`config.mk`:
```
export PLATFORM = sky130hd
export DESIGN_NAME = sofs_chain
export DESIGN_NICKNAME = d
export VERILOG_FILES = /design/src/rtl/sofs_pkg.sv /design/src/rtl/sofs_src_mux.sv /design/src/rtl/sofs_load_chain.sv /design/src/rtl/sofs_readback.sv /design/src/rtl/sofs_chain.sv
export SDC_FILE = /design/constraint.sdc
export NUM_CORES = 1
export LEC_CHECK = 0
export BUFFER_PORTS_ARGS = -buffer_cell sky130_fd_sc_hd__buf_2
export CAP_MARGIN = 40
export CORE_UTILIZATION = 50
export CTS_CLUSTER_SIZE = 16
export DETAILED_ROUTE_END_ITERATION = 12
export PLACE_DENSITY_LB_ADDON = 0.08
export SYNTH_ARGS = -nofsm -noshare
export SYNTH_HDL_FRONTEND = slang
export SYNTH_HIERARCHICAL = 1
export SYNTH_SLANG_ARGS = --single-unit
```
`constraint.sdc`:
```
create_clock -name sclk -period 3.13 [get_ports sclk]
set_input_delay 0 -clock sclk [delete_from_list [all_inputs] [get_ports sclk]]
set_output_delay 0 -clock sclk [all_outputs]
set_load 0.1 [all_outputs]
```
`src/rtl/sofs_pkg.sv`:
```
package sofs_pkg;

   // Operation requested on the chain in the current cycle
   typedef enum logic [1:0] {
      SRC_IDLE  = 2'd0,
      SRC_WRITE = 2'd1,
      SRC_READ  = 2'd2,
      SRC_CLASH = 2'd3
   } sofs_op_e;

   function automatic int unsigned chain_bits(int unsigned nq, int unsigned w);
      return 2 * nq * w;
   endfunction

endpackage

```
`src/rtl/sofs_src_mux.sv`:
```
module sofs_src_mux
   import sofs_pkg::*;
(
   input  logic     swen_n,
   input  logic     sren_n,
   input  logic     ser_in,
   input  logic     tap_sel,
   input  logic     tap_si,
   input  logic     tap_wr,
   input  logic     tap_rd,
   output sofs_op_e op,
   output logic     bit_in
);

   logic wr_req;
   logic rd_req;

   always_comb begin
      if (tap_sel) begin
         wr_req = tap_wr;
         rd_req = tap_rd;
         bit_in = tap_si;
      end else begin
         wr_req = ~swen_n;
         rd_req = ~sren_n;
         bit_in = ser_in;
      end
   end

   always_comb begin
      unique case ({wr_req, rd_req})
         2'b10:   op = SRC_WRITE;
         2'b01:   op = SRC_READ;
         2'b11:   op = SRC_CLASH;
         default: op = SRC_IDLE;
      endcase
   end

endmodule

```
`src/rtl/sofs_load_chain.sv`:
```
module sofs_load_chain
   import sofs_pkg::*;
#(
   parameter int unsigned NUM_Q = 4,
   parameter int unsigned OFS_W = 16,
   parameter int unsigned DEF_0 = 7,
   parameter int unsigned DEF_1 = 63,
   parameter int unsigned DEF_2 = 127,
   parameter int unsigned DEF_3 = 1023,
   localparam int unsigned CHAIN = chain_bits(NUM_Q, OFS_W)
) (
   input  logic             clk,
   input  logic             rst_n,
   input  logic             ld_def,
   input  logic [1:0]       def_sel,
   input  logic             dual_mode,
   input  sofs_op_e         op,
   input  logic             bit_in,
   output logic [CHAIN-1:0] live,
   output logic             done
);

   localparam int unsigned HALF = CHAIN / 2;
   localparam int unsigned CW   = $clog2(CHAIN);
   localparam int unsigned NREG = 2 * NUM_Q;
   localparam logic [CW-1:0] LAST_QUAD = CW'(CHAIN - 1);
   localparam logic [CW-1:0] LAST_DUAL = CW'(HALF - 1);
   localparam logic [OFS_W-1:0] P0 = OFS_W'(DEF_0);

   logic [CHAIN-1:0] live_r;
   logic [CHAIN-1:0] stage_r;
   logic [CW-1:0]    cnt_r;
   logic             done_r;
   logic [OFS_W-1:0] def_word;
   logic [CHAIN-1:0] def_vec;
   logic [CHAIN-1:0] rst_vec;
   logic             last_bit;

   always_comb begin
      unique case (def_sel)
         2'd0:    def_word = OFS_W'(DEF_0);
         2'd1:    def_word = OFS_W'(DEF_1);
         2'd2:    def_word = OFS_W'(DEF_2);
         default: def_word = OFS_W'(DEF_3);
      endcase
   end

   // Every register of the chain gets the same preset word
   for (genvar r = 0; r < NREG; r++) begin : g_def
      assign def_vec[r*OFS_W +: OFS_W] = def_word;
      assign rst_vec[r*OFS_W +: OFS_W] = P0;
   end

   assign last_bit = (cnt_r == (dual_mode ? LAST_DUAL : LAST_QUAD));

   always_ff @(posedge clk or negedge rst_n) begin
      if (!rst_n) begin
         live_r  <= rst_vec;
         stage_r <= '0;
         cnt_r   <= '0;
         done_r  <= 1'b0;
      end else begin
         done_r <= 1'b0;
         if (ld_def) begin
            live_r <= def_vec;
            cnt_r  <= '0;
         end else if (op == SRC_WRITE) begin
            stage_r[cnt_r] <= bit_in;
            if (last_bit) begin
               cnt_r  <= '0;
               done_r <= 1'b1;
               for (int i = 0; i < CHAIN; i++) begin
                  if (!dual_mode || i < HALF)
                     live_r[i] <= (i == int'(cnt_r)) ? bit_in : stage_r[i];
               end
            end else begin
               cnt_r <= cnt_r + 1'b1;
            end
         end
      end
   end

   assign live = live_r;
   assign done = done_r;

endmodule

```
`src/rtl/sofs_readback.sv`:
```
module sofs_readback
   import sofs_pkg::*;
#(
   parameter int unsigned NUM_Q = 4,
   parameter int unsigned OFS_W = 16,
   localparam int unsigned CHAIN = chain_bits(NUM_Q, OFS_W)
) (
   input  logic             clk,
   input  logic             rst_n,
   input  logic             dual_mode,
   input  sofs_op_e         op,
   input  logic [CHAIN-1:0] live,
   output logic             so
);

   localparam int unsigned HALF = CHAIN / 2;
   localparam logic [CHAIN-1:0] LOW_MASK = {{HALF{1'b0}}, {HALF{1'b1}}};

   logic [CHAIN-1:0] snap_r;
   logic [CHAIN-1:0] seed;
   logic             active_r;
   logic             so_r;

   // Bits outside the active chain are cleared so the tail reads as zero
   assign seed = dual_mode ? (live & LOW_MASK) : live;

   always_ff @(posedge clk or negedge rst_n) begin
      if (!rst_n) begin
         snap_r   <= '0;
         active_r <= 1'b0;
         so_r     <= 1'b0;
      end else if (op == SRC_READ) begin
         active_r <= 1'b1;
         if (!active_r) begin
            so_r   <= seed[0];
            snap_r <= seed >> 1;
         end else begin
            so_r   <= snap_r[0];
            snap_r <= snap_r >> 1;
         end
      end else begin
         active_r <= 1'b0;
         so_r     <= 1'b0;
      end
   end

   assign so = so_r;

endmodule

```
`src/rtl/sofs_chain.sv`:
```
module sofs_chain
   import sofs_pkg::*;
#(
   parameter int unsigned NUM_Q = 4,
   parameter int unsigned OFS_W = 16,
   parameter int unsigned DEF_0 = 7,
   parameter int unsigned DEF_1 = 63,
   parameter int unsigned DEF_2 = 127,
   parameter int unsigned DEF_3 = 1023
) (
   input  logic                   sclk,
   input  logic                   rst_n,
   input  logic                   ser_in,
   input  logic                   swen_n,
   input  logic                   sren_n,
   input  logic [1:0]             def_sel,
   input  logic                   ld_def,
   input  logic                   dual_mode,
   input  logic                   tap_sel,
   input  logic                   tap_si,
   input  logic                   tap_wr,
   input  logic                   tap_rd,
   output logic                   ser_out,
   output logic                   clash_err,
   output logic                   load_done,
   output logic [NUM_Q*OFS_W-1:0] ae_ofs,
   output logic [NUM_Q*OFS_W-1:0] af_ofs
);

   localparam int unsigned CHAIN = chain_bits(NUM_Q, OFS_W);
   localparam int unsigned PAIR  = 2 * OFS_W;

   // Elaboration-time parameter checks
   if (NUM_Q < 2 || (NUM_Q % 2) != 0) begin : g_bad_nq
      $error("sofs_chain: NUM_Q must be even and at least 2");
   end
   if (OFS_W < 2 || OFS_W > 31) begin : g_bad_w
      $error("sofs_chain: OFS_W must lie in 2..31");
   end
   if (DEF_0 >= (1 << OFS_W) || DEF_1 >= (1 << OFS_W) ||
       DEF_2 >= (1 << OFS_W) || DEF_3 >= (1 << OFS_W)) begin : g_bad_def
      $error("sofs_chain: a preset does not fit in OFS_W bits");
   end

   sofs_op_e         op_w;
   logic             bit_w;
   logic [CHAIN-1:0] live_w;
   logic             clash_r;

   sofs_src_mux u_src (
      .swen_n (swen_n),
      .sren_n (sren_n),
      .ser_in (ser_in),
      .tap_sel(tap_sel),
      .tap_si (tap_si),
      .tap_wr (tap_wr),
      .tap_rd (tap_rd),
      .op     (op_w),
      .bit_in (bit_w)
   );

   sofs_load_chain #(
      .NUM_Q(NUM_Q), .OFS_W(OFS_W),
      .DEF_0(DEF_0), .DEF_1(DEF_1), .DEF_2(DEF_2), .DEF_3(DEF_3)
   ) u_load (
      .clk      (sclk),
      .rst_n    (rst_n),
      .ld_def   (ld_def),
      .def_sel  (def_sel),
      .dual_mode(dual_mode),
      .op       (op_w),
      .bit_in   (bit_w),
      .live     (live_w),
      .done     (load_done)
   );

   sofs_readback #(
      .NUM_Q(NUM_Q), .OFS_W(OFS_W)
   ) u_rd (
      .clk      (sclk),
      .rst_n    (rst_n),
      .dual_mode(dual_mode),
      .op       (op_w),
      .live     (live_w),
      .so       (ser_out)
   );

   always_ff @(posedge sclk or negedge rst_n) begin
      if (!rst_n) clash_r <= 1'b0;
      else        clash_r <= (op_w == SRC_CLASH);
   end
   assign clash_err = clash_r;

   // Per-queue split of the chain into the two threshold buses
   for (genvar q = 0; q < NUM_Q; q++) begin : g_q
      assign ae_ofs[q*OFS_W +: OFS_W] = live_w[q*PAIR +: OFS_W];
      assign af_ofs[q*OFS_W +: OFS_W] = live_w[q*PAIR + OFS_W +: OFS_W];
   end

endmodule

```
==> results.toml, run 1 <==
[clock_network]
cts_tree = "done"
numCtsBuffers = 43
postCtsSetupBuffers = 0
clkLatencyLatePin_ns = 0.57
cts_buffer_depth = 3
cts-root-buf = "clkbuf_16"
h-tree-depth = 2
clk_pin_slew_ns = 0.06
numClockSinks = 393

[global_routing]
grt_max_degree = 191
grt_first_pass_wirelength_um = 83200
antenna_found_initial = 0
grt_pass1_vias = 13874
grt_overflow = 0
grt_usage_pct = 27.8

[floorplan]
start_util_pct = 50.7
die_y_um = 197
rows = 71
die_w_um = 197
die-area_mm2 = 0.0389
core_area_mm2 = 0.0376
ios = 144

[cells_and_area]
fin_nets = 1971
n_fill_cell = 3280
multi_input_area_mm2 = 0.00832
areaGrowthSynthToFinish_pct = 14.2
seq_area_mm2 = 0.00987
antenna_cells = 0
drive_gt1_share_pct = 24.3
postLayoutCellArea_mm2 = 0.0218

[routing]
antenna_left = 0
vias = 14452
vias_per_cell = 5.78
wirelength_um = 52700
wire_per_inst_um = 21.1
drc = 0
drt-initial-drc-count = 964
drtPass1Iterations = 5

[sta]
fin_crit_sh_pct = 90.1
finalHoldViolations = 2
finalSetupTns_ns = 0
relSlewSlack_pct = 29.7
fmax_mhz = 355
period_needed_ns = 2.82
finalSetupViolCount = 0
worstMarginPinSlew_ns = 1.06
finClkSkew_ns = 0.0198
worst_slack_ns = 0.310
rsz0062_at_grt = "false"
slew_viol_final = 0
fin_hold_ws_ns = -0.00651

[placed_design]
pre_cts_ws_ns = 0.449
place_hpwl_um = 34000
place_area_mm2 = 0.0202
place.gp.congestion = 0.906
io_buffer_count = 143

[setup_path]
path_class = "in2reg"
crit_path_start_kind = "input pin"
worstPathRequired_ns = 3.63
worst_ep_arrival_time_ns = 3.32
end_kind = "register"
rr_worst_depth = 7
crit_path_end = "u_load/live[52]$_DFFE_PN0P_"
worstPathMaxFanout = 14
worstReg2RegEnd = "u_load/live[65]$_DFFE_PN1P_"
r2r-start = "u_load/cnt_r[1]$_DFFE_PN0P_"
r2r_slack_ns = 0.40
cp-startpoint = "tap_wr"

[status]
outcome = "finished with violations"
violations = "negative hold slack"

[logic_synthesis]
synth-seq-area-share_pct = 51.8
synth_area_mm2 = 0.0190
synthFlopType = "dfrtp_1"
synth_nets = 1870
synth.avg_cell_area_um2 = 10.3
synth.distinct_cells = 61
syn_inst = 1853
yosysWarnings = 6
synth_edf_count = 0
synth-seq-cells = 393
async_reset_ff_share_pct = 100

[min_path]
hp-class = "in2async"

[pwr]
power_density_mw_per_mm2 = 572
ir_drop_v = 0.000390
leakage_nw = 9.74

[run]
maxCapViolCount = 0
==> layout make-up <==
cell class	count	area share, %
sequential	393	45.4
multi-input combinational	1286	38.2
timing repair buffer	225	6.79
clock buffer	69	6.10
tap	511	2.94
clock inverter	10	0.472
inverter	5	0.0920
==> per-stage QoR <==
step           std cells  util (%)  total power, W
2_1_floorplan       1853         -         0.00697
3_3_place_gp        2411      53.8         0.00737
3_5_place_dp        2411      53.8         0.00741
4_1_cts             2499      57.9          0.0126
5_1_grt             2499      57.9          0.0129
6_report            2499      57.9          0.0124
==> layer usage <==
layer  GRT usage, %  routed length, um  vias to the layer above
met5              0                  0                        -
met4           8.41               1420                        0
met3           4.32               2690                       93
met2           43.8              24600                      374
met1           39.7              24000                     7298
li1               -                  -                     6687
==> sequential cells by signal (all words and copies together) (netlist names) <==
signal and count:
u_load/done 1, u_rd/snap_r 127, u_rd/active_r 1, u_load/live 128, u_load/stage_r 127, u_rd/so 1
u_load/cnt_r 7, clash_err 1
==> power breakdown <==
part | internal [W] | total [W] | leakage (nW) | switching (W)
clock network | 0.00306 | 0.00513 | 0.705 | 0.00207
registers | 0.00546 | 0.00574 | 5.08 | 0.000275
logic | 0.000405 | 0.00158 | 3.96 | 0.00118
total | 0.00893 | 0.0124 | 9.74 | 0.00352
==> worst max-delay path: stages <==
cell	delay [ns]
dlygate4sd3_1	0.54
buf_2	0.12
nand2_1	0.05
dlygate4sd3_1	0.54
o21ai_0	0.07
buf_4	0.15
nand2b_1	0.44
nor4_4	0.11
nand2_2	0.11
clkinv_2	0.25
a21oi_2	0.64
o32a_1	0.28
==> Yosys cell counts (24+ instances only) <==
cell | count | area share [%]
a21oi_1 | 35 | 0.92
a221oi_1 | 29 | 1.3
a221oi_2 | 33 | 2.6
a311oi_1 | 42 | 1.9
buf_2 | 35 | 0.92
clkbuf_1 | 99 | 2.0
dfrtp_1 | 369 | 48
dfstp_2 | 24 | 3.3
mux2_2 | 123 | 7.3
mux2i_1 | 126 | 6.6
nand2_1 | 299 | 5.9
nor2_1 | 259 | 5.1
nor3_1 | 24 | 0.63
o21ai_0 | 97 | 2.5
o21ai_1 | 24 | 0.63
==> repair_timing <==
item	CTS	global route
setup endpoints to repair	0	0
endpoints found under the hold margin	369	0
gates resized for setup	0	0
hold buffers	9	0
==> layout by cell type, fill, tap and decap left out, types with 29 or more instances in the layout <==
master / count
dfrtp_1: 368
buf_4: 64
a221oi_1: 29
o21ai_0: 96
mux2_2: 123
a311oi_1: 42
mux2i_1: 126
buf_2: 142
nor2_1: 259
clkbuf_16: 45
a21oi_1: 35
nand2_1: 299
a221oi_2: 33
==> cell families (layout without fill, tap and decap cells) <==
family / after synthesis / after routing / synth area share [%]
AO/OA/AOI/OAI: 342 / 342 / 13.5
XOR/XNOR: 5 / 5 / 0.230
adder cells (fa/ha/maj): 4 / 4 / 0.263
buffers and inverters: 174 / 309 / 4.71
flip-flops: 393 / 393 / 51.8
multiplexers: 254 / 254 / 14.2
AND/OR/NAND/NOR: 681 / 681 / 15.3
==> worst min path at each step <==
stage,startpoint,end,cells after the start
2_1_floorplan,rst_n,clash_err$_DFF_PN0_,0
3_3_place_gp,rst_n,u_rd/snap_r[112]$_DFFE_PN0N_,1
3_5_place_dp,rst_n,u_rd/snap_r[112]$_DFFE_PN0N_,1
4_1_cts,def_sel[1],u_load/live[67]$_DFFE_PN0P_,4
5_1_grt,def_sel[1],u_load/live[86]$_DFFE_PN0P_,3
6_report,rst_n,u_rd/snap_r[112]$_DFFE_PN0N_,2
Power figures use the tool's default switching activity.
==> inputs of run 2 (changes only) <==
--- a/config.mk
+++ b/config.mk
@@ -10,7 +10,9 @@
 export CORE_UTILIZATION = 50
 export CTS_CLUSTER_SIZE = 16
 export DETAILED_ROUTE_END_ITERATION = 12
+export GPL_TIMING_DRIVEN = 0
 export PLACE_DENSITY_LB_ADDON = 0.08
+export RECOVER_POWER = 100
 export SYNTH_ARGS = -nofsm -noshare
 export SYNTH_HDL_FRONTEND = slang
 export SYNTH_HIERARCHICAL = 1
==> run 2 against run 1 <==
The run ends with design-rule violations, max-capacitance violations, max-slew violations left. Combinational power increased by 6%. Power grew 2.0%. Largest cell class unchanged. Setup slack lost 0.26 ns.
==> results.toml, run 2 (synthesis results as in run 1) <==
[routing]
drc = 2
drt-initial-drc-count = 1346
antenna_left = 0
vias = 15345
wirelength_um = 60800
vias_per_cell = 5.88
drtPass1Iterations = 9
wire_per_inst_um = 23.3

[global_routing]
antenna_found_initial = 0
grt_pass1_vias = 15179
grt_usage_pct = 31.8
grt_overflow = 0
grt_first_pass_wirelength_um = 93000
grt_max_degree = 122

[cells_and_area]
layout_common_cells = "369 x dfrtp_1, 299 x nand2_1, 277 x clkbuf_1, 263 x nor2_1, 126 x mux2i_1"
largest_reg_flops = 128
areaGrowthSynthToFinish_pct = 14.3
fin_nets = 2079
n_fill_cell = 3436
antenna_cells = 0
layout_commonest_cell = "dfrtp_1"
postLayoutCellArea_mm2 = 0.0218
drive_gt1_share_pct = 15.1

[floorplan]
die_w_um = 197
rows = 71
start_util_pct = 50.7
die-area_mm2 = 0.0389
core_area_mm2 = 0.0376
die_y_um = 197
ios = 144

[clock_network]
cts_tree = "done"
cts_buffer_depth = 3
numCtsBuffers = 44
h-tree-depth = 2
clkLatencyLatePin_ns = 0.56
postCtsSetupBuffers = 0
clk_pin_slew_ns = 0.06
cts-root-buf = "clkbuf_16"
numClockSinks = 393
cts_resized = 0

[run]
maxCapViolCount = 2

[placed_design]
place_hpwl_um = 42600
place_area_mm2 = 0.0206
io_buffer_count = 143
place.gp.congestion = 0.940

[setup_path]
critPathTopFamily = "simple AND/OR/NAND/NOR gates"
worstReg2RegEnd = "u_load/live[52]$_DFFE_PN0P_"
path_buf_inv = 2
path_class = "reg2reg"
max_stage_delay_ns = 0.64
worst_ep_arrival_time_ns = 3.51
end_kind = "register"
crit_slowest_cell = "nor4_2"
crit_path_start_kind = "register"
rr_worst_depth = 8
crit_chain = "ha_1 -> nand3_1 -> nor4_2 -> nand2_2 -> clkinv_2 -> a21oi_2 -> clkbuf_2 -> o32a_1"
worstPathMaxFanout = 10
r2r-start = "u_load/cnt_r[1]$_DFFE_PN0P_"
r2r_slack_ns = 0.05
worstPathRequired_ns = 3.56

[pwr]
ir_drop_v = 0.000565
power_density_mw_per_mm2 = 583
leakage_nw = 9.31

[status]
violations = "design-rule violations, max-capacitance violations, max-slew violations"
outcome = "finished with violations"

[min_path]
holdPathStages = 4
min_from = "tap_wr"
min_to = "clash_err$_DFF_PN0_"
hp-class = "in2reg"

[sta]
rsz0062_at_grt = "false"
slew_viol_final = 241
finalSetupTns_ns = 0
fin_crit_sh_pct = 98.4
period_needed_ns = 3.08
finalSetupViolCount = 0
finalHoldViolations = 0
fin_hold_ws_ns = 0.0696
worstMarginPinSlew_ns = 1.67
fmax_mhz = 325
finClkSkew_ns = 0.0163
relSlewSlack_pct = -11.3
## run 2: cell types whose count changed in the layout (fill, tap and decap cells not counted), sizes merged
| cell | before | now |
|---|---|---|
| inv | 3 | 5 |
| clkbuf | 69 | 346 |
| buf | 216 | 49 |
| bufinv | 2 | 4 |
| dlygate4sd3 | 9 | 6 |
| clkinv | 9 | 7 |
## run 2: worst max-delay path by stage
| stage | startpoint | endpoint | depth (start not counted) | slack, ns |
|---|---|---|---|---|
| CTS | u_load/cnt_r[1]$_DFFE_PN0P_ | u_load/live[31]$_DFFE_PN0P_ | 8 | 0.16 |
| finish | u_load/cnt_r[1]$_DFFE_PN0P_ | u_load/live[52]$_DFFE_PN0P_ | 8 | 0.05 |
| global placement | rst_n | u_rd/snap_r[51]$_DFFE_PN0N_ | 1 | -5.86 |
| detailed placement | tap_sel | u_load/stage_r[118]$_DFFE_PN0P_ | 7 | 0.14 |
| global route | u_load/cnt_r[1]$_DFFE_PN0P_ | u_load/live[52]$_DFFE_PN0P_ | 8 | 0.02 |
| floorplan | u_load/cnt_r[1]$_DFFE_PN0P_ | u_load/live[71]$_DFFE_PN0P_ | 8 | 0.89 |
## run 2: power by group
| group | total [W] | leakage [nW] | internal (W) | switching, W |
|---|---|---|---|---|
| Sequential | 0.00573 | 5.08 | 0.00546 | 0.000270 |
| Combinational | 0.00167 | 3.51 | 0.000402 | 0.00127 |
| Clock | 0.00529 | 0.722 | 0.00320 | 0.00209 |
## run 2: stage by stage
stage / std cells / setup slack [ns] / total power (W) / util (%)
finish: 2608 / 0.0510 / 0.0127 / 57.9
CTS: 2609 / 0.164 / 0.0128 / 59.0
detailed placement: 2521 / 0.141 / 0.00753 / 54.9
floorplan: 1853 / 0.891 / 0.00697 / -
global route: 2608 / 0.0156 / 0.0132 / 57.9
global placement: 2507 / -5.86 / 0.00746 / 54.3
## run 2: timing repair
item	in CTS	in global routing
hold buffers	7	0
setup endpoints to repair	0	5
hold endpoints to repair	379	0
## run 2: worst reg2reg max path: stages, from the launching register on
cell	delay, ns
dfrtp_1	0.54
ha_1	0.34
nand3_1	0.15
nor4_2	0.64
nand2_2	0.33
clkinv_2	0.20
a21oi_2	0.07
clkbuf_2	0.28
o32a_1	0.40
## run 2: metal layers
layer  up-vias  routed length, um  track usage [%]
li1       6919                  -                -
met1      7671              25500             43.5
met2       586              28300             50.4
met3       169               3930             3.98
met4         0               3170             15.3
met5         -                  0                0
## run 2: cell type report
cell class              instances  area [um^2]  area share, %
inverters                       5         20.0         0.0920
well taps                     511          639           2.94
plain buffers                 168          798           3.67
flip-flops and latches        393         9860           45.3
clock inverters                12          170          0.782
clock buffers                  69         1310           6.00
repair buffers                164          721           3.31
multi-input cells            1286         8250           37.9
==> inputs of run 3 (changes only) <==
--- a/config.mk
+++ b/config.mk
@@ -11,7 +11,7 @@
 export CTS_CLUSTER_SIZE = 16
 export DETAILED_ROUTE_END_ITERATION = 12
 export GPL_TIMING_DRIVEN = 0
-export PLACE_DENSITY_LB_ADDON = 0.08
+export PLACE_DENSITY = 0.68
 export RECOVER_POWER = 100
 export SYNTH_ARGS = -nofsm -noshare
 export SYNTH_HDL_FRONTEND = slang
==> run 3 against run 2 <==
The run ends with max-capacitance violations, max-slew violations left. Register-to-register slack improved by 0.03 ns. Die area is the same. Critical path type unchanged. Non-clock buffer count down 2. Critical endpoint is now u_load/live[28]$_DFFE_PN0P_.
==> results.toml, run 3 (synthesis results as in run 1) <==
[setup_path]
crit_path_start_kind = "register"
worstPathMaxFanout = 10
rr_worst_depth = 8
path_class = "reg2reg"
crit_slowest_cell = "clkbuf_1"
worst_ep_arrival_time_ns = 3.46
end_kind = "register"
crit_chain = "ha_1 -> and3_1 -> clkbuf_1 -> a41oi_1 -> buf_4 -> clkbuf_1 -> nand2_1 -> o21ai_0"
crit_path_frequent_cell = "clkbuf_1"
max_stage_delay_ns = 0.61
worstPathRequired_ns = 3.54

[floorplan]
rows = 71
ios = 144
start_util_pct = 50.7
die-area_mm2 = 0.0389
die_y_um = 197
core_area_mm2 = 0.0376
die_w_um = 197

[clock_network]
cts_buffer_depth = 3
h-tree-depth = 2
cts_tree = "done"
numCtsBuffers = 43
postCtsSetupBuffers = 0
clkLatencyLatePin_ns = 0.56
numClockSinks = 393
clk_pin_slew_ns = 0.06
cts-root-buf = "clkbuf_16"

[cells_and_area]
areaGrowthSynthToFinish_pct = 14.0
multi_input_area_mm2 = 0.00815
post-route-util_pct = 57.8
fin_nets = 2076
layout_common_cells = "369 x dfrtp_1, 299 x nand2_1, 269 x clkbuf_1, 263 x nor2_1, 126 x mux2i_1"
seq_area_mm2 = 0.00986
drive_gt1_share_pct = 14.7
n_fill_cell = 3397
layout_commonest_cell = "dfrtp_1"
largest_reg_flops = 128

[sta]
fmax_mhz = 328
period_needed_ns = 3.04
finalSetupViolCount = 0
finClkSkew_ns = 0.0171
finalHoldViolations = 0
relSlewSlack_pct = -44.6
finalSetupTns_ns = 0
rsz0062_at_grt = "false"
fin_crit_sh_pct = 97.3
slew_viol_final = 79
worstMarginPinSlew_ns = 2.17

[routing]
drtPass1Iterations = 5
vias = 15435
antenna_left = 0
vias_per_cell = 5.93
wirelength_um = 59300
drt-initial-drc-count = 1295
drc = 0
wire_per_inst_um = 22.8

[global_routing]
grt_usage_pct = 30.8
grt_overflow = 0
grt_pass1_vias = 14985
grt_max_degree = 124
grt_first_pass_wirelength_um = 90200
antenna_found_initial = 0

[placed_design]
place.gp.congestion = 0.950
place_hpwl_um = 42000
io_buffer_count = 143

[pwr]
power_density_mw_per_mm2 = 581
power_w = 0.0126
ir_drop_v = 0.000614
leakage_nw = 9.28

[min_path]
holdPathStages = 4
hp-class = "in2reg"

[status]
outcome = "finished with violations"
violations = "max-capacitance violations, max-slew violations"

[run]
maxCapViolCount = 1
-- run 3: cell count changes in the layout (fill, tap and decap cells not counted), sizes merged --
cell | before | now
dlygate4sd3 | 6 | 4
buf | 49 | 55
clkbuf | 346 | 335
clkinv | 7 | 9
diode | 0 | 1
bufinv | 4 | 3
clkinvlp | 1 | 3
-- run 3: area by class of cell --
class	count	area share (%)
sequential	393	45.4
multi-input combinational	1286	37.5
tap	511	2.94
clock inverter	15	0.789
inverter	5	0.0922
clock buffer	64	5.93
buffer	169	3.71
timing repair buffer	161	3.56
antenna	1	0.0115
-- run 3: routing by layer --
metal	vias to the layer above	routed length [um]	GRT usage [%]
met4	0	3100	16.2
met3	154	3820	4.00
met5	-	0	0
met2	630	27300	48.5
li1	6900	-	-
met1	7751	25100	41.8
-- run 3: final timing paths --
path | startpoint | endpoint | slack [ns]
setup / recovery | u_load/cnt_r[1]$_DFFE_PN0P_ | u_load/live[28]$_DFFE_PN0P_ | 0.09
hold / removal | tap_wr | clash_err$_DFF_PN0_ | 0.009
setup reg to reg | u_load/cnt_r[1]$_DFFE_PN0P_ | u_load/live[28]$_DFFE_PN0P_ | 0.09
hold reg to reg | u_rd/snap_r[9]$_DFFE_PN0N_ | u_rd/snap_r[9]$_DFFE_PN0N_ | 0.48
max in group asynchronous | rst_n | u_rd/snap_r[31]$_DFFE_PN0N_ | 0.50
min in group asynchronous | rst_n | u_rd/snap_r[114]$_DFFE_PN0N_ | 0.63
-- run 3: power breakdown --
part / internal [W] / switching [W] / total (W)
logic: 0.000402 / 0.00125 / 0.00165
registers: 0.00546 / 0.000269 / 0.00573
clock network: 0.00311 / 0.00212 / 0.00523
total: 0.00897 / 0.00364 / 0.0126
-- run 3: critical path, delay by kind of cell, from the launching register on --
| family | cells | cell delay [ns] |
|---|---|---|
| AOI/OAI and AO/OA | 2 | 0.51 |
| DFF | 1 | 0.55 |
| adders and majority gates | 1 | 0.34 |
| and+or+nand+nor | 2 | 0.34 |
| buffers and inverters | 3 | 1.16 |
-- run 3: stage by stage --
step / area, um^2 / instances / hold WS (ns) / worst slack (ns)
after floorplan: 19000 / 1853 / -0.296 / 0.891
after global placement: 20400 / 2507 / 0.432 / -5.69
after detailed placement: 20600 / 2520 / 0.0424 / 0.125
after CTS: 22100 / 2603 / 0.0207 / 0.186
after global routing: 21700 / 2604 / 0.0494 / 0.00255
final: 21700 / 2605 / 0.00888 / 0.0858
-- run 3: timing repair --
item	in CTS	in global routing
hold buffers	4	0
endpoints found under the hold margin	115	0
setup endpoints to repair	0	2
gates resized for setup	0	1
